<file path="config.mk">
export PLATFORM = sky130hd
export DESIGN_NAME = ifg_gap_ctrl
export DESIGN_NICKNAME = d
export VERILOG_FILES = /design/src/rtl/ifg_pkg.sv /design/src/rtl/ifg_hyst.sv /design/src/rtl/ifg_gap_timer.sv /design/src/rtl/ifg_gap_ctrl.sv
export SDC_FILE = /design/constraint.sdc
export NUM_CORES = 1
export LEC_CHECK = 0
export BUFFER_PORTS_ARGS = -buffer_cell sky130_fd_sc_hd__buf_2
export CAP_MARGIN = 20
export CORE_UTILIZATION = 40
export DETAILED_ROUTE_END_ITERATION = 8
export GPL_TIMING_DRIVEN = 0
export PLACE_DENSITY = 0.71
export SETUP_SLACK_MARGIN = 0.2
export SYNTH_ARGS = -nofsm -noshare
export SYNTH_HDL_FRONTEND = slang
export SYNTH_SLANG_ARGS = --single-unit
</file>
<file path="constraint.sdc">
create_clock -name clk_i -period 5.4 [get_ports clk_i]
set_input_delay 0.27 -clock clk_i [delete_from_list [all_inputs] [get_ports clk_i]]
set_output_delay 0.27 -clock clk_i [all_outputs]
set_load 0.02 [all_outputs]
</file>
<file path="src/rtl/ifg_pkg.sv">
package ifg_pkg;
  localparam int unsigned IFG_DATA_W = 8;
  localparam int unsigned IFG_GAP_W  = 5;
  localparam int unsigned IFG_LVL_W  = 8;
endpackage

</file>
<file path="src/rtl/ifg_hyst.sv">
module ifg_hyst #(
  parameter int unsigned LVL_W = ifg_pkg::IFG_LVL_W
) (
  input  logic             clk_i,
  input  logic             rst_ni,
  input  logic [LVL_W-1:0] level_i,
  input  logic [LVL_W-1:0] hi_i,
  input  logic [LVL_W-1:0] lo_i,
  output logic             low_mode_o
);
  logic at_hi, at_lo;
  assign at_hi = (level_i >= hi_i);
  assign at_lo = (level_i <= lo_i);

  // set wins if the marks are misordered
  always_ff @(posedge clk_i or negedge rst_ni) begin
    if (!rst_ni)    low_mode_o <= 1'b0;
    else if (at_hi) low_mode_o <= 1'b1;
    else if (at_lo) low_mode_o <= 1'b0;
  end


  hi_set_chk: assert property (@(posedge clk_i) disable iff (!rst_ni)
    (level_i >= hi_i) |=> low_mode_o);

  lo_clr_chk: assert property (@(posedge clk_i) disable iff (!rst_ni)
    ((level_i <= lo_i) && (level_i < hi_i)) |=> !low_mode_o);

  hold_chk: assert property (@(posedge clk_i) disable iff (!rst_ni)
    ((level_i > lo_i) && (level_i < hi_i)) |=> (low_mode_o == $past(low_mode_o)));
endmodule

</file>
<file path="src/rtl/ifg_gap_timer.sv">
module ifg_gap_timer #(
  parameter int unsigned GAP_W = ifg_pkg::IFG_GAP_W
) (
  input  logic             clk_i,
  input  logic             rst_ni,
  input  logic             load_i,
  input  logic [GAP_W-1:0] len_i,
  output logic             busy_o
);
  logic [GAP_W-1:0] cnt_q, len_eff;

  // zero gap still yields one idle cycle
  assign len_eff = (len_i == '0) ? GAP_W'(1) : len_i;

  always_ff @(posedge clk_i or negedge rst_ni) begin
    if (!rst_ni)            cnt_q <= '0;
    else if (load_i)        cnt_q <= len_eff;
    else if (cnt_q != '0)   cnt_q <= cnt_q - GAP_W'(1);
  end

  assign busy_o = (cnt_q != '0);


  load_busy_chk: assert property (@(posedge clk_i) disable iff (!rst_ni)
    load_i |=> busy_o);
endmodule

</file>
<file path="src/rtl/ifg_gap_ctrl.sv">
module ifg_gap_ctrl #(
  parameter int unsigned DATA_W = ifg_pkg::IFG_DATA_W,
  parameter int unsigned GAP_W  = ifg_pkg::IFG_GAP_W,
  parameter int unsigned LVL_W  = ifg_pkg::IFG_LVL_W
) (
  input  logic              clk_i,
  input  logic              rst_ni,
  input  logic [DATA_W-1:0] fifo_data_i,
  input  logic              fifo_eof_i,
  input  logic [LVL_W-1:0]  fifo_level_i,
  input  logic [GAP_W-1:0]  norm_gap_i,
  input  logic [GAP_W-1:0]  low_gap_i,
  input  logic [LVL_W-1:0]  hi_mark_i,
  input  logic [LVL_W-1:0]  lo_mark_i,
  output logic              fifo_rd_o,
  output logic [DATA_W-1:0] tx_data_o,
  output logic              tx_valid_o
);
  logic             low_mode, gap_busy, frame_end;
  logic [GAP_W-1:0] gap_len;

  ifg_hyst #(.LVL_W(LVL_W)) u_hyst (
    .clk_i      (clk_i),
    .rst_ni     (rst_ni),
    .level_i    (fifo_level_i),
    .hi_i       (hi_mark_i),
    .lo_i       (lo_mark_i),
    .low_mode_o (low_mode)
  );

  assign fifo_rd_o = !gap_busy && (fifo_level_i != '0);
  assign frame_end = fifo_rd_o && fifo_eof_i;
  // flag sampled at frame end only
  assign gap_len   = low_mode ? low_gap_i : norm_gap_i;

  ifg_gap_timer #(.GAP_W(GAP_W)) u_timer (
    .clk_i  (clk_i),
    .rst_ni (rst_ni),
    .load_i (frame_end),
    .len_i  (gap_len),
    .busy_o (gap_busy)
  );

  always_ff @(posedge clk_i or negedge rst_ni) begin
    if (!rst_ni) begin
      tx_valid_o <= 1'b0;
      tx_data_o  <= '0;
    end else begin
      tx_valid_o <= fifo_rd_o;
      if (fifo_rd_o) tx_data_o <= fifo_data_i;
    end
  end


  rd_out_chk: assert property (@(posedge clk_i) disable iff (!rst_ni)
    fifo_rd_o |=> (tx_valid_o && (tx_data_o == $past(fifo_data_i))));

  eof_stall_chk: assert property (@(posedge clk_i) disable iff (!rst_ni)
    frame_end |=> !fifo_rd_o);

  gap_idle_chk: assert property (@(posedge clk_i) disable iff (!rst_ni)
    gap_busy |=> !tx_valid_o);
endmodule

</file>
Yosys cells after proc, flatten, opt, wreduce, memory -nomap -nowiden
Cells that the tools add are included.
{"block": "word_totals", "ff_bits": 15, "input_bits": 45, "output_inout_bits": 10, "elab_cells": 21}
{"block": "classes", "add_sub_neg": 1, "magnitude_cmp": 2, "mux": 6, "n_reduce_logical": 8}
{"operator": "two-way mux 5 bit", "n": 4}
{"operator": ">= comparator 8 bit", "n": 1}
{"operator": "less-or-equal comparator 8 bit", "n": 1}
{"operator": "nonzero test 8 bit", "n": 1}
{"operator": "zero test 5 bit", "n": 1}
{"operator": "nonzero test 5 bit", "n": 1}
{"operator": "subtractor 5 x 1 -> 5 bit (second input constant)", "n": 1}
{"operator": "nonzero test 2 bit", "n": 2}
{"operator": "logical AND 1 bit", "n": 2}
{"operator": "two-way mux 1 bit", "n": 2}
{"operator": "zero test 1 bit", "n": 1}

Longest topological paths before layout
{"block": "depth", "ltp_word": 5, "mapped_depth": 6, "depth_no_buf": 6}

Cells and area by module
A second synthesis with hierarchy kept.
{"block": "hier_totals", "hier_cells": 107, "area_unflattened_um2": 1137.3}
{"module": "ifg_hyst", "instances": 1, "cells_per_inst": 53, "area_per_inst_um2": 429.2, "seq_area_each_um2": 25.0}
{"module": "ifg_gap_ctrl", "instances": 1, "cells_per_inst": 26, "area_per_inst_um2": 420.4, "seq_area_each_um2": 225.2}
{"module": "ifg_gap_timer", "instances": 1, "cells_per_inst": 28, "area_per_inst_um2": 287.8, "seq_area_each_um2": 125.1}

Worst setup path after synthesis
No wires, ideal clock.
{"block": "synth_timing", "kind": "reg2reg", "startpoint": "register u_timer.cnt_q[0]", "endpoint": "register tx_data_o[0]", "setup_ps": 125, "arrival_ps": 1653, "required_time_ps": 5275, "setup_slack_ps": 3622, "path_stages_with_launch": 7, "period_less_slack_ps": 1778, "cell_sequence": "dfrtp_1 inv_1 ha_1 nor4b_4 o21a_1 buf_6 mux2_4"}
{"block": "synth_between", "elab_chain_cells": 3}
{"item": "from (decl)", "line": "ifg_gap_timer.sv:10", "text": "logic [GAP_W-1:0] cnt_q, len_eff;"}
{"item": "from (signal assigned)", "line": "ifg_gap_timer.sv:17", "text": "else if (load_i) cnt_q <= len_eff;"}
{"item": "from (signal assigned)", "line": "ifg_gap_timer.sv:18", "text": "else if (cnt_q != '0) cnt_q <= cnt_q - GAP_W'(1);"}
{"item": "nonzero test 5 bit", "line": "ifg_gap_timer.sv:21", "text": "assign busy_o = (cnt_q != '0);"}
{"item": "zero test 1 bit", "line": "ifg_gap_ctrl.sv:31", "text": "assign fifo_rd_o = !gap_busy && (fifo_level_i != '0);"}
{"item": "logical AND 1 bit", "line": "ifg_gap_ctrl.sv:31"}
{"item": "net fifo_rd_o", "line": "ifg_gap_ctrl.sv:15", "text": "output logic fifo_rd_o,"}
{"item": "to (signal assigned)", "line": "ifg_gap_ctrl.sv:50", "text": "if (fifo_rd_o) tx_data_o <= fifo_data_i;"}
{"item": "to (decl)", "line": "ifg_gap_ctrl.sv:16", "text": "output logic [DATA_W-1:0] tx_data_o,"}
The timed path passes the listed nets, and every way through them passes these cells.
A chain may end at the register's enable or synchronous reset.

Final worst setup path
{"block": "layout_timing", "startpoint": "register u_timer.cnt_q[0]", "endpoint": "output port fifo_rd_o"}
{"block": "layout_between", "elab_chain_cells": 3}
{"item": "nonzero test 5 bit", "line": "ifg_gap_timer.sv:21"}
{"item": "zero test 1 bit", "line": "ifg_gap_ctrl.sv:31"}
{"item": "logical AND 1 bit", "line": "ifg_gap_ctrl.sv:31"}
{"item": "to (decl)", "line": "ifg_gap_ctrl.sv:15"}
Every way passes these cells.

==> results.py <==
metrics = {
    "run_status": {
        "status": "finished, final reports clean",
    },
    "critical_path": {
        "worstSetupEndpointType": "output port",
        "cp.arrival_ps": 1960,
        "cp.required_ps": 5130,
        "crit_slowest_cell": "nor4b_4",
        "crit_fanout": 10,
        "path_class": "reg -> out",
        "crit_path_cell_trace": "inv_1 -> ha_1 -> nor4b_4 -> o21a_1 -> buf_6 -> buf_2",
        "cpPeakStageDelay_ps": 460,
        "cp-start-kind": "register",
    },
    "synth": {
        "yosys-top-cells-count": "ha_1, inv_1, dfrtp_1",
        "synth_top_area_share_pct": 32.7,
        "synthTopCellsByArea": "dfrtp_1, ha_1, mux2_4",
        "syn_inst": 107,
        "synth_area_leader_cell": "dfrtp_1",
        "ys_ff_latch": 15,
        "ys_async_sr_fraction_pct": 100,
        "synth_edf_count": 0,
        "syn-num-nets": 169,
        "avgSynthCellArea_um2": 10.7,
        "ys_warn_count": 0,
        "syn-cell-area_um2": 1150,
        "yosys.cell_types.count": 31,
        "synth.yosys.seq_area_share_pct": 32.7,
        "yosys_most_used_dff": "dfrtp_1",
    },
    "drt": {
        "drt-initial-drc-count": 3,
        "routed_wl_um": 2390,
        "wl_per_cell_um": 12.1,
        "drt_pass1_iterations": 4,
        "viasPerCell": 5.11,
        "drtAntennaViolNets": 0,
        "drc": 0,
        "routed-via-count": 1006,
    },
    "floorplan": {
        "fp.dieH_um": 55.6,
        "rows": 19,
        "ios": 55,
        "core_um2": 2730,
        "die-area_um2": 3090,
        "start_util_pct": 42.0,
        "dieWidth_um": 55.6,
    },
    "timing": {
        "period_share_pct": 41.3,
        "max_freq_ghz": 0.448,
        "slew_headroom_pct": 65.2,
        "grt_setup_unrepaired": "no",
        "slew_viol_final": 0,
        "setup_viol": 0,
        "tns_ps": 0,
        "hold_viol": 0,
        "tightest_slew_ps": 520,
        "min_period_ps": 2230,
        "fin_hold_ws_ps": 218,
        "skew_ps": 1.87,
    },
    "grt": {
        "grt_pass1_vias": 1046,
        "grt_max_degree": 16,
        "antenna_found_initial": 0,
        "grt_pass1_wl_um": 4180,
        "track_usage_pct": 16.9,
        "overflow": 0,
    },
    "clock_tree": {
        "root_buffer": "clkbuf_4",
        "cts_buffers": 3,
        "htree_levels": 1,
        "clockBufferDepth": 2,
        "clkLatencyLatePin_ps": 280,
        "cts.sinks": 15,
        "cts_tree": "yes",
        "path_clk_slew_ps": 90,
        "cts_resized": 0,
    },
    "placed_design": {
        "portBuffers": 54,
        "place_hpwl_um": 2060,
        "finalWeightedCongestion": 0.738,
    },
    "cells_and_area": {
        "final_util_pct": 54.6,
        "drive_gt1_share_pct": 42.8,
        "n_antenna_cell": 0,
        "nets": 229,
        "area_growth_syn_to_layout_pct": 30.2,
    },
    "power_and_ir_drop": {
        "p_leak_nw": 0.812,
        "power.density_nw_per_um2": 374,
        "irDropWorstVdd_mv": 0.264,
    },
    "flow_run": {
        "maxCapViolations": 0,
    },
    "worst_hold_path": {
        "hp-class": "in -> reg",
    },
}
-- sequential cells by signal (all words and copies together), names as in the netlist --
signal             flops
tx_data_o              8
u_hyst.low_mode_o      1
u_timer.cnt_q          5
tx_valid_o             1
-- where the power goes --
group	switching [W]	internal [W]
combinational	0.000138	0.000154
clock	0.0000367	0.0000274
sequential	0.0000365	0.000166
-- per-layer routing --
metal | GRT usage (%) | up-vias | share of wire (%)
met3 | 2.58 | 6 | 5.0
met5 | 0 | - | 0
met2 | 32.9 | 38 | 51
li1 | - | 506 | -
met4 | 6.07 | 0 | 2.3
met1 | 18.0 | 456 | 42
-- final cells by class --
cell class                 count  area (um^2)
buffer                         2         15.0
clock buffer                   3         22.5
clock inverter                 1         5.00
fill                         249         1240
inverter                      17         63.8
multi-input combinational     73          693
sequential                    15          375
tap                           31         38.8
timing repair buffer          55          280
-- worst paths after layout --
kind / startpoint / endpoint / slack (ps) / cells past startpoint
min: fifo_data_i[2] / tx_data_o[2] / 220 / 2
max reg2reg: u_timer.cnt_q[0] / tx_data_o[0] / 3480 / 6
max in group asynchronous: rst_ni / u_timer.cnt_q[3] / 4740 / 2
max: u_timer.cnt_q[0] / fifo_rd_o / 3170 / 6
min in group asynchronous: rst_ni / u_timer.cnt_q[4] / 420 / 2
min reg2reg: tx_data_o[2] / tx_data_o[2] / 510 / 1
-- cells in the final DEF (no fill, tap or decap), types with 3 or more instances in the layout --
cell,instances
a21oi_1,5
buf_2,54
mux2_4,8
clkbuf_4,3
o21ai_0,3
mux2i_1,4
dfrtp_1,15
inv_1,17
ha_1,17
o211ai_1,3
nand2b_1,3
-- critical path, delay by kind of cell, from the launching register on --
| family | cells | cell delay [ps] |
|---|---|---|
| AOI/OAI and AO/OA | 1 | 210 |
| DFF | 1 | 420 |
| buffers and inverters | 3 | 420 |
| and+or+nand+nor | 1 | 460 |
| adders and majority gates | 1 | 170 |
-- per-stage QoR --
step	cell area [um^2]	instances	total power [W]	setup slack [ps]
after floorplan	1150	107	0.000415	3620
after global placement	1460	192	0.000489	3510
after detailed placement	1460	192	0.000499	3480
after CTS	1490	197	0.000565	3160
after global routing	1490	197	0.000598	3050
final	1490	197	0.000559	3170
-- kinds of logic after synthesis --
| family | after synthesis | share of synthesized area (%) |
|---|---|---|
| buf+inv | 19 | 6.87 |
| xor+xnor | 2 | 1.53 |
| simple gates | 19 | 11.9 |
| fa+ha+maj | 17 | 18.5 |
| compound gates | 23 | 14.5 |
| mux | 12 | 14.0 |
| flops | 15 | 32.7 |
-- what timing repair did --
item                       4_1_cts  5_1_grt
hold buffers                     1        0
buffers inserted                 0        0
setup endpoints to repair        0        0
hold endpoints to repair        15        0
(Power assumes the default switching activity.)
